### config.mk
export PLATFORM = sky130hd
export DESIGN_NAME = flash_stat_ctrl
export DESIGN_NICKNAME = d
export VERILOG_FILES = /design/src/rtl/fsc_pkg.sv /design/src/rtl/fsc_cmd_decode.sv /design/src/rtl/fsc_susp_fsm.sv /design/src/rtl/fsc_status_port.sv /design/src/rtl/flash_stat_ctrl.sv
export SDC_FILE = /design/constraint.sdc
export NUM_CORES = 1
export LEC_CHECK = 0
export BUFFER_PORTS_ARGS = -buffer_cell sky130_fd_sc_hd__buf_2
export CORE_MARGIN = 5
export CORE_UTILIZATION = 41
export DETAILED_ROUTE_END_ITERATION = 12
export GPL_TIMING_DRIVEN = 0
export PLACE_DENSITY = 0.61
export SYNTH_ARGS = -nofsm -noshare
export SYNTH_HDL_FRONTEND = slang
export SYNTH_SLANG_ARGS = --single-unit
### constraint.sdc
create_clock -name clk -period 6 [get_ports clk]
set_input_delay 0.6 -clock clk [delete_from_list [all_inputs] [get_ports clk]]
set_output_delay 0.6 -clock clk [all_outputs]
set_load 0.05 [all_outputs]
### src/rtl/fsc_pkg.sv
package fsc_pkg;

    localparam logic [7:0] OP_PG_SUSP = 8'h51;
    localparam logic [7:0] OP_PG_RES  = 8'h50;
    localparam logic [7:0] OP_ER_SUSP = 8'hB0;
    localparam logic [7:0] OP_ER_RES  = 8'h30;

    typedef enum logic [2:0] {
        S_READY     = 3'd0,
        S_PG_RUN    = 3'd1,
        S_PG_SETTLE = 3'd2,
        S_PG_HELD   = 3'd3,
        S_ER_RUN    = 3'd4,
        S_ER_SETTLE = 3'd5,
        S_ER_HELD   = 3'd6
    } st_e;

    typedef struct packed {
        logic pg_susp;
        logic pg_res;
        logic er_susp;
        logic er_res;
        logic stat_arm;
    } cmd_s;

    typedef struct packed {
        logic er_err;
        logic pg_fail;
        logic lock_err;
    } err_s;

endpackage

### src/rtl/fsc_cmd_decode.sv
module fsc_cmd_decode
    import fsc_pkg::*;
#(
    parameter logic [7:0] STAT_OP = 8'h70
) (
    input  logic       cmd_we,
    input  logic [7:0] cmd_code,
    output cmd_s       cmd
);

    always_comb begin
        cmd          = '0;
        cmd.pg_susp  = cmd_we && (cmd_code == OP_PG_SUSP);
        cmd.pg_res   = cmd_we && (cmd_code == OP_PG_RES);
        cmd.er_susp  = cmd_we && (cmd_code == OP_ER_SUSP);
        cmd.er_res   = cmd_we && (cmd_code == OP_ER_RES);
        cmd.stat_arm = cmd_we && (cmd_code == STAT_OP);
    end

endmodule

### src/rtl/fsc_susp_fsm.sv
module fsc_susp_fsm
    import fsc_pkg::*;
#(
    parameter int SECT_W     = 8,
    parameter int LAT_CYCLES = 3750
) (
    input  logic              clk,
    input  logic              rst_n,
    input  cmd_s              cmd,
    input  logic [SECT_W-1:0] cmd_sect,
    input  logic              op_start,
    input  logic              op_erase,
    input  logic [SECT_W-1:0] op_sect,
    input  logic              op_done,
    input  logic              op_fail,
    input  logic              op_lock,
    output st_e               st,
    output err_s              err,
    output logic [SECT_W-1:0] act_sect,
    output logic              eng_hold
);

    localparam int CNT_W = $clog2(LAT_CYCLES + 1);
    localparam int AGE_W = CNT_W + 1;

    st_e               st_nx;
    logic [CNT_W-1:0]  cnt, cnt_nx;
    logic              fin, fin_nx;
    err_s              err_nx;
    logic [SECT_W-1:0] sect_nx;

    // state register
    always_ff @(posedge clk) begin
        if (!rst_n) begin
            st       <= S_READY;
            cnt      <= '0;
            fin      <= 1'b0;
            err      <= '0;
            act_sect <= '0;
        end else begin
            st       <= st_nx;
            cnt      <= cnt_nx;
            fin      <= fin_nx;
            err      <= err_nx;
            act_sect <= sect_nx;
        end
    end

    // next-state logic
    always_comb begin
        st_nx   = st;
        cnt_nx  = cnt;
        fin_nx  = fin;
        err_nx  = err;
        sect_nx = act_sect;
        unique case (st)
            S_READY: begin
                if (op_start) begin
                    st_nx   = op_erase ? S_ER_RUN : S_PG_RUN;
                    sect_nx = op_sect;
                    err_nx  = '0;
                end
            end
            S_PG_RUN, S_ER_RUN: begin
                if (op_done) begin
                    st_nx = S_READY;
                    if (op_fail) begin
                        if (st == S_ER_RUN) err_nx.er_err  = 1'b1;
                        else                err_nx.pg_fail = 1'b1;
                    end
                    if (op_lock) err_nx.lock_err = 1'b1;
                end else if ((st == S_PG_RUN && cmd.pg_susp) ||
                             (st == S_ER_RUN && cmd.er_susp)) begin
                    st_nx  = (st == S_PG_RUN) ? S_PG_SETTLE : S_ER_SETTLE;
                    cnt_nx = CNT_W'(LAT_CYCLES - 1);
                    fin_nx = 1'b0;
                end
            end
            S_PG_SETTLE, S_ER_SETTLE: begin
                if (op_done) begin
                    fin_nx = 1'b1;
                    if (op_fail) begin
                        if (st == S_ER_SETTLE) err_nx.er_err  = 1'b1;
                        else                   err_nx.pg_fail = 1'b1;
                    end
                    if (op_lock) err_nx.lock_err = 1'b1;
                end
                if (cnt == '0) begin
                    if (fin || op_done) st_nx = S_READY;
                    else st_nx = (st == S_PG_SETTLE) ? S_PG_HELD : S_ER_HELD;
                end else begin
                    cnt_nx = cnt - 1'b1;
                end
            end
            S_PG_HELD: begin
                if (cmd.pg_res && cmd_sect == act_sect) st_nx = S_PG_RUN;
            end
            S_ER_HELD: begin
                if (cmd.er_res && cmd_sect == act_sect) st_nx = S_ER_RUN;
            end
            default: st_nx = S_READY;
        endcase
    end

    // outputs
    always_comb begin
        unique case (st)
            S_PG_SETTLE, S_PG_HELD, S_ER_SETTLE, S_ER_HELD: eng_hold = 1'b1;
            default:                                         eng_hold = 1'b0;
        endcase
    end

    // settle-window age, kept apart from the down counter
    logic [AGE_W-1:0] lat_age;
    always_ff @(posedge clk) begin
        if (!rst_n) lat_age <= '0;
        else if (st == S_PG_SETTLE || st == S_ER_SETTLE) lat_age <= lat_age + 1'b1;
        else lat_age <= '0;
    end

    assert_pg_settle_len_R8: assert property (@(posedge clk) disable iff (!rst_n)
        (st == S_PG_HELD && $past(st) == S_PG_SETTLE) |-> lat_age == AGE_W'(LAT_CYCLES));

    assert_er_settle_len_R8: assert property (@(posedge clk) disable iff (!rst_n)
        (st == S_ER_HELD && $past(st) == S_ER_SETTLE) |-> lat_age == AGE_W'(LAT_CYCLES));

    assert_susp_hold_R8: assert property (@(posedge clk) disable iff (!rst_n)
        (st == S_PG_RUN && cmd.pg_susp && !op_done) |=> eng_hold);

    assert_idle_susp_ignored_R11: assert property (@(posedge clk) disable iff (!rst_n)
        (st == S_READY && !op_start) |=> st == S_READY);

    assert_start_only_ready_R6: assert property (@(posedge clk) disable iff (!rst_n)
        (st == S_PG_HELD && op_start && !cmd.pg_res) |=> st == S_PG_HELD);

    assert_resume_drop_R10: assert property (@(posedge clk) disable iff (!rst_n)
        (st == S_ER_HELD && cmd.er_res && cmd_sect == act_sect) |=> !eng_hold);

endmodule

### src/rtl/fsc_status_port.sv
module fsc_status_port
    import fsc_pkg::*;
#(
    parameter int          SECT_W     = 8,
    parameter int          BANK_W     = 3,
    parameter logic [15:0] ARRAY_WORD = 16'hFFFF
) (
    input  logic              clk,
    input  logic              rst_n,
    input  logic              stat_arm,
    input  logic [SECT_W-1:0] cmd_sect,
    input  logic              rd_req,
    input  st_e               st,
    input  err_s              err,
    input  logic [SECT_W-1:0] act_sect,
    output logic [15:0]       rd_data,
    output logic              rd_ack
);

    localparam int BANK_LSB = SECT_W - BANK_W;

    logic              armed;
    logic [BANK_W-1:0] arm_bank;
    logic [7:0]        stat_word;
    logic              is_ready;
    logic              was_stat;

    always_comb begin
        is_ready  = (st == S_READY) || (st == S_PG_HELD) || (st == S_ER_HELD);
        stat_word = '0;
        if (is_ready) begin
            stat_word[7] = 1'b1;
            stat_word[6] = (st == S_ER_HELD);
            stat_word[5] = err.er_err;
            stat_word[4] = err.pg_fail;
            stat_word[2] = (st == S_PG_HELD);
            stat_word[1] = err.lock_err;
            stat_word[0] = (st != S_READY) && (act_sect[SECT_W-1:BANK_LSB] == arm_bank);
        end
    end

    always_ff @(posedge clk) begin
        if (!rst_n) begin
            armed    <= 1'b0;
            arm_bank <= '0;
            rd_data  <= '0;
            rd_ack   <= 1'b0;
            was_stat <= 1'b0;
        end else begin
            rd_ack   <= rd_req;
            was_stat <= rd_req && armed;
            if (rd_req) begin
                rd_data <= armed ? {8'h00, stat_word} : ARRAY_WORD;
                armed   <= 1'b0;
            end
            if (stat_arm) begin
                armed    <= 1'b1;
                arm_bank <= cmd_sect[SECT_W-1:BANK_LSB];
            end
        end
    end

    assert_ack_follows_R5: assert property (@(posedge clk) disable iff (!rst_n)
        rd_req |=> rd_ack);

    assert_unarmed_array_R4: assert property (@(posedge clk) disable iff (!rst_n)
        (rd_req && !armed) |=> rd_data == ARRAY_WORD);

    assert_busy_low_bits_R3: assert property (@(posedge clk) disable iff (!rst_n)
        (rd_ack && was_stat && !rd_data[7]) |-> rd_data[6:0] == 7'd0);

    assert_reserved_zero_R2: assert property (@(posedge clk) disable iff (!rst_n)
        (rd_ack && was_stat) |-> (rd_data[15:8] == 8'd0 && !rd_data[3]));

endmodule

### src/rtl/flash_stat_ctrl.sv
module flash_stat_ctrl
    import fsc_pkg::*;
#(
    parameter int          SECT_W     = 8,
    parameter int          BANK_W     = 3,
    parameter int          LAT_CYCLES = 3750,
    parameter logic [7:0]  STAT_OP    = 8'h70,
    parameter logic [15:0] ARRAY_WORD = 16'hFFFF
) (
    input  logic              clk,
    input  logic              rst_n,
    input  logic              cmd_we,
    input  logic [7:0]        cmd_code,
    input  logic [SECT_W-1:0] cmd_sect,
    input  logic              rd_req,
    output logic [15:0]       rd_data,
    output logic              rd_ack,
    input  logic              op_start,
    input  logic              op_erase,
    input  logic [SECT_W-1:0] op_sect,
    input  logic              op_done,
    input  logic              op_fail,
    input  logic              op_lock,
    output logic              eng_hold
);

    cmd_s              cmd;
    st_e               st;
    err_s              err;
    logic [SECT_W-1:0] act_sect;

    fsc_cmd_decode #(.STAT_OP(STAT_OP)) u_dec (
        .cmd_we   (cmd_we),
        .cmd_code (cmd_code),
        .cmd      (cmd)
    );

    fsc_susp_fsm #(.SECT_W(SECT_W), .LAT_CYCLES(LAT_CYCLES)) u_fsm (
        .clk      (clk),
        .rst_n    (rst_n),
        .cmd      (cmd),
        .cmd_sect (cmd_sect),
        .op_start (op_start),
        .op_erase (op_erase),
        .op_sect  (op_sect),
        .op_done  (op_done),
        .op_fail  (op_fail),
        .op_lock  (op_lock),
        .st       (st),
        .err      (err),
        .act_sect (act_sect),
        .eng_hold (eng_hold)
    );

    fsc_status_port #(.SECT_W(SECT_W), .BANK_W(BANK_W), .ARRAY_WORD(ARRAY_WORD)) u_stat (
        .clk      (clk),
        .rst_n    (rst_n),
        .stat_arm (cmd.stat_arm),
        .cmd_sect (cmd_sect),
        .rd_req   (rd_req),
        .st       (st),
        .err      (err),
        .act_sect (act_sect),
        .rd_data  (rd_data),
        .rd_ack   (rd_ack)
    );

    assert_reset_quiet_R1: assert property (@(posedge clk)
        !rst_n |=> (!eng_hold && !rd_ack));

endmodule

==> impl_metrics.toml <==
[power_and_ir_drop]
p_total_mw = 1.02
pwr-share-seq_pct = 34.4
ir_drop_v = 0.000120
powerDensity_mw_per_mm2 = 364
p_sw_mw = 0.405
p_clk_share_pct = 22.6
p_leak_nw = 1.19
p_sw_share_pct = 39.8
combinationalPowerShare_pct = 43.0
internal-power_mw = 0.612

[setup_path]
worst_path_max_delay_cell = "clkbuf_1"
crit_chain = "clkbuf_1, clkbuf_1, a21oi_1, nand2_1, buf_2"
crit_path_end = "eng_hold"
worstRegToRegCells = 7
critPathCaptureType = "output port"
worstSetupStartpointType = "flip-flop"
crit_fanout = 10
critPathLaunch = "u_fsm.st[2]$_SDFFE_PN0P_"
cp_data_required_time_ns = 5.40
cp.arrival_ns = 1.94
worst_path_most_repeated_cell = "clkbuf_1"
crit_type = "reg2out"
r2r_start = "u_fsm.st[0]$_SDFFE_PN0P_"
r2r_slack_ns = 3.83
cp_slowest_stage_delay_ns = 0.41
reg2reg_to = "u_fsm.cnt[4]$_SDFFE_PN0P_"

[clocking]
ctsResizeCount = 0
tritoncts = "built"
post-cts-setup-buffer-count = 0
cts_hold_buffers = 0
max-clock-path-buffers = 2
cts_made_buffers = 5
h-tree-depth = 2
path_clk_slew_ns = 0.08
root_buffer = "clkbuf_8"
numClockSinks = 40
clk_latency_ns = 0.30

[timing]
max_freq_ghz = 0.393
max_slew_margin_pct = 61.4
setup_violations = 0
final_hold_viol_count = 0
min_period_ns = 2.54
maxSlewViolCount = 0
rsz0062_at_grt = "false"
clock-skew-final_ns = 0.00404
tns_ns = 0
worst_slack_ns = 3.46
worst_slew_pin_slew_ns = 0.574
fin_crit_sh_pct = 42.4

[floorplanning]
start_util_pct = 42.3
rows = 27
fp.dieH_um = 85.6
die_area_mm2 = 0.00732
coreArea_mm2 = 0.00554
die_w_um = 85.6
ios = 51

[yosys]
synth.area.top_cells = "dfxtp_1, nand2_1, mux2i_1"
synth-main-ff-cell = "dfxtp_1"
ys_ff_latch = 40
ys_types = 50
synth_nets = 315
ys_seq_area_share_pct = 34.2
synthesis.area_mm2 = 0.00234
yosys.area.top_type_share_pct = 34.2
async_flop_share_pct = 0
yosys_warnings = 0
synth_edf_count = 0
synth_common_cells = "dfxtp_1, nand2_1, nor2_1"
syn_area_per_cell_um2 = 8.37
yosysMostFrequentCell = "dfxtp_1"
syn_inst = 280
synth_top_cell_by_area = "dfxtp_1"

[min_path]
min_from = "u_fsm.act_sect[4]$_SDFFE_PN0P_"
hp-class = "reg2reg"

[job]
maxCapViolCount = 0

[grt]
grt_pass1_wl_mm = 9.52
grt_start_max_net_pins = 15
overflow = 0
grt_antenna_before_repair = 0
grt_pass1_vias = 1982
grt.total_usage_pct = 16.1

[detailed_routing]
first_pass_iters = 4
vias = 2147
wirelength_mm = 5.79
ant_nets = 0
route.detailed.drc = 0
drtIter0Drc = 117
wire_per_inst_um = 14.2
viasPerCell = 5.25

[status]
status = "finished, final reports clean"

[cells_and_area]
drive_gt1_share_pct = 24.3
nets = 371
fill_cells = 579
diodes = 0
area_growth_syn_to_layout_pct = 19.3

[placed_design]
hpwl_mm = 4.46
gp_congestion = 0.848
pre_cts_slack_ns = 3.53
io_buffers = 49
-- cell type report --
| cell class | instances | area (um^2) | share of cell area [%] |
|---|---|---|---|
| flip-flops and latches | 40 | 801 | 28.7 |
| inverters | 9 | 33.8 | 1.21 |
| repair buffers | 49 | 245 | 8.78 |
| well taps | 72 | 90.1 | 3.22 |
| clock buffers | 5 | 68.8 | 2.46 |
| clock inverters | 3 | 47.5 | 1.70 |
| multi-input cells | 208 | 1380 | 49.4 |
| plain buffers | 23 | 126 | 4.52 |
-- per-stage QoR --
stage | area, um^2 | hold WS (ns) | cells | utilization, %
detailed placement | 2680 | 0.465 | 401 | 48.3
finish | 2790 | 0.483 | 409 | 50.4
global route | 2790 | 0.507 | 409 | 50.4
global placement | 2680 | 0.457 | 401 | 48.3
floorplan | 2340 | 0.437 | 280 | -
CTS | 2790 | 0.485 | 409 | 50.4
-- critical path: cells and delay by family, from the launching register on --
kind	cells	cell delay, ns
buffers and inverters	3	0.95
AO/OA/AOI/OAI	1	0.25
AND/OR/NAND/NOR	1	0.14
flip-flops	1	0.32
-- power by group through the flow --
stage               clock, mW  sequential, mW  combinational [mW]
floorplan                   0           0.366               0.325
global route            0.247           0.356               0.485
detailed placement          0           0.355               0.436
global placement            0           0.353               0.433
CTS                     0.234           0.349               0.439
finish                  0.230           0.349               0.437
-- state kept, by name (all words and copies together), names as in the netlist --
| name | count |
|---|---|
| u_fsm.cnt | 12 |
| u_fsm.act_sect | 8 |
| u_stat.rd_data | 8 |
| u_fsm.err | 3 |
| u_fsm.st | 3 |
| u_stat.arm_bank | 3 |
| u_fsm.fin | 1 |
| u_stat.armed | 1 |
| u_stat.rd_ack | 1 |
-- cells by family (layout without fill, tap and decap cells) --
family | count (synthesis) | in the layout | share of synthesized area, %
mux | 13 | 13 | 5.61
flops | 40 | 40 | 34.2
compound gates | 71 | 71 | 22.8
buf+inv | 32 | 89 | 6.84
xor+xnor | 12 | 12 | 4.49
simple gates | 110 | 110 | 25.1
fa+ha+maj | 2 | 2 | 1.07
-- placed cells by master (no fill, tap or decap), types with 7 or more instances in the layout --
cell type	n
buf_2	51
dfxtp_1	40
nand2_1	38
nor2_1	17
xor2_1	12
o21ai_0	12
nand3_1	12
mux2i_1	12
clkbuf_1	11
a21boi_0	10
inv_1	9
a211oi_1	9
nor2b_1	8
a21oi_1	8
buf_4	8
nand3b_1	7
-- metal layers --
metal	wire length (um)	GRT usage [%]
met1	2980	22.6
met3	311	3.84
met5	0	0
met4	70	5.32
met2	2430	24.3
-- worst min-delay path by stage --
stage	end	slack [ns]	cells after the start
3_5_place_dp	u_fsm.err[0]$_SDFFE_PN0P_	0.46	2
5_1_grt	u_stat.rd_data[5]$_SDFFE_PN0P_	0.51	2
4_1_cts	u_fsm.act_sect[1]$_SDFFE_PN0P_	0.48	2
3_3_place_gp	u_fsm.err[0]$_SDFFE_PN0P_	0.46	2
2_1_floorplan	u_fsm.err[2]$_SDFFE_PN0P_	0.44	2
6_report	u_fsm.act_sect[4]$_SDFFE_PN0P_	0.48	2
(Power assumes the default switching activity.)
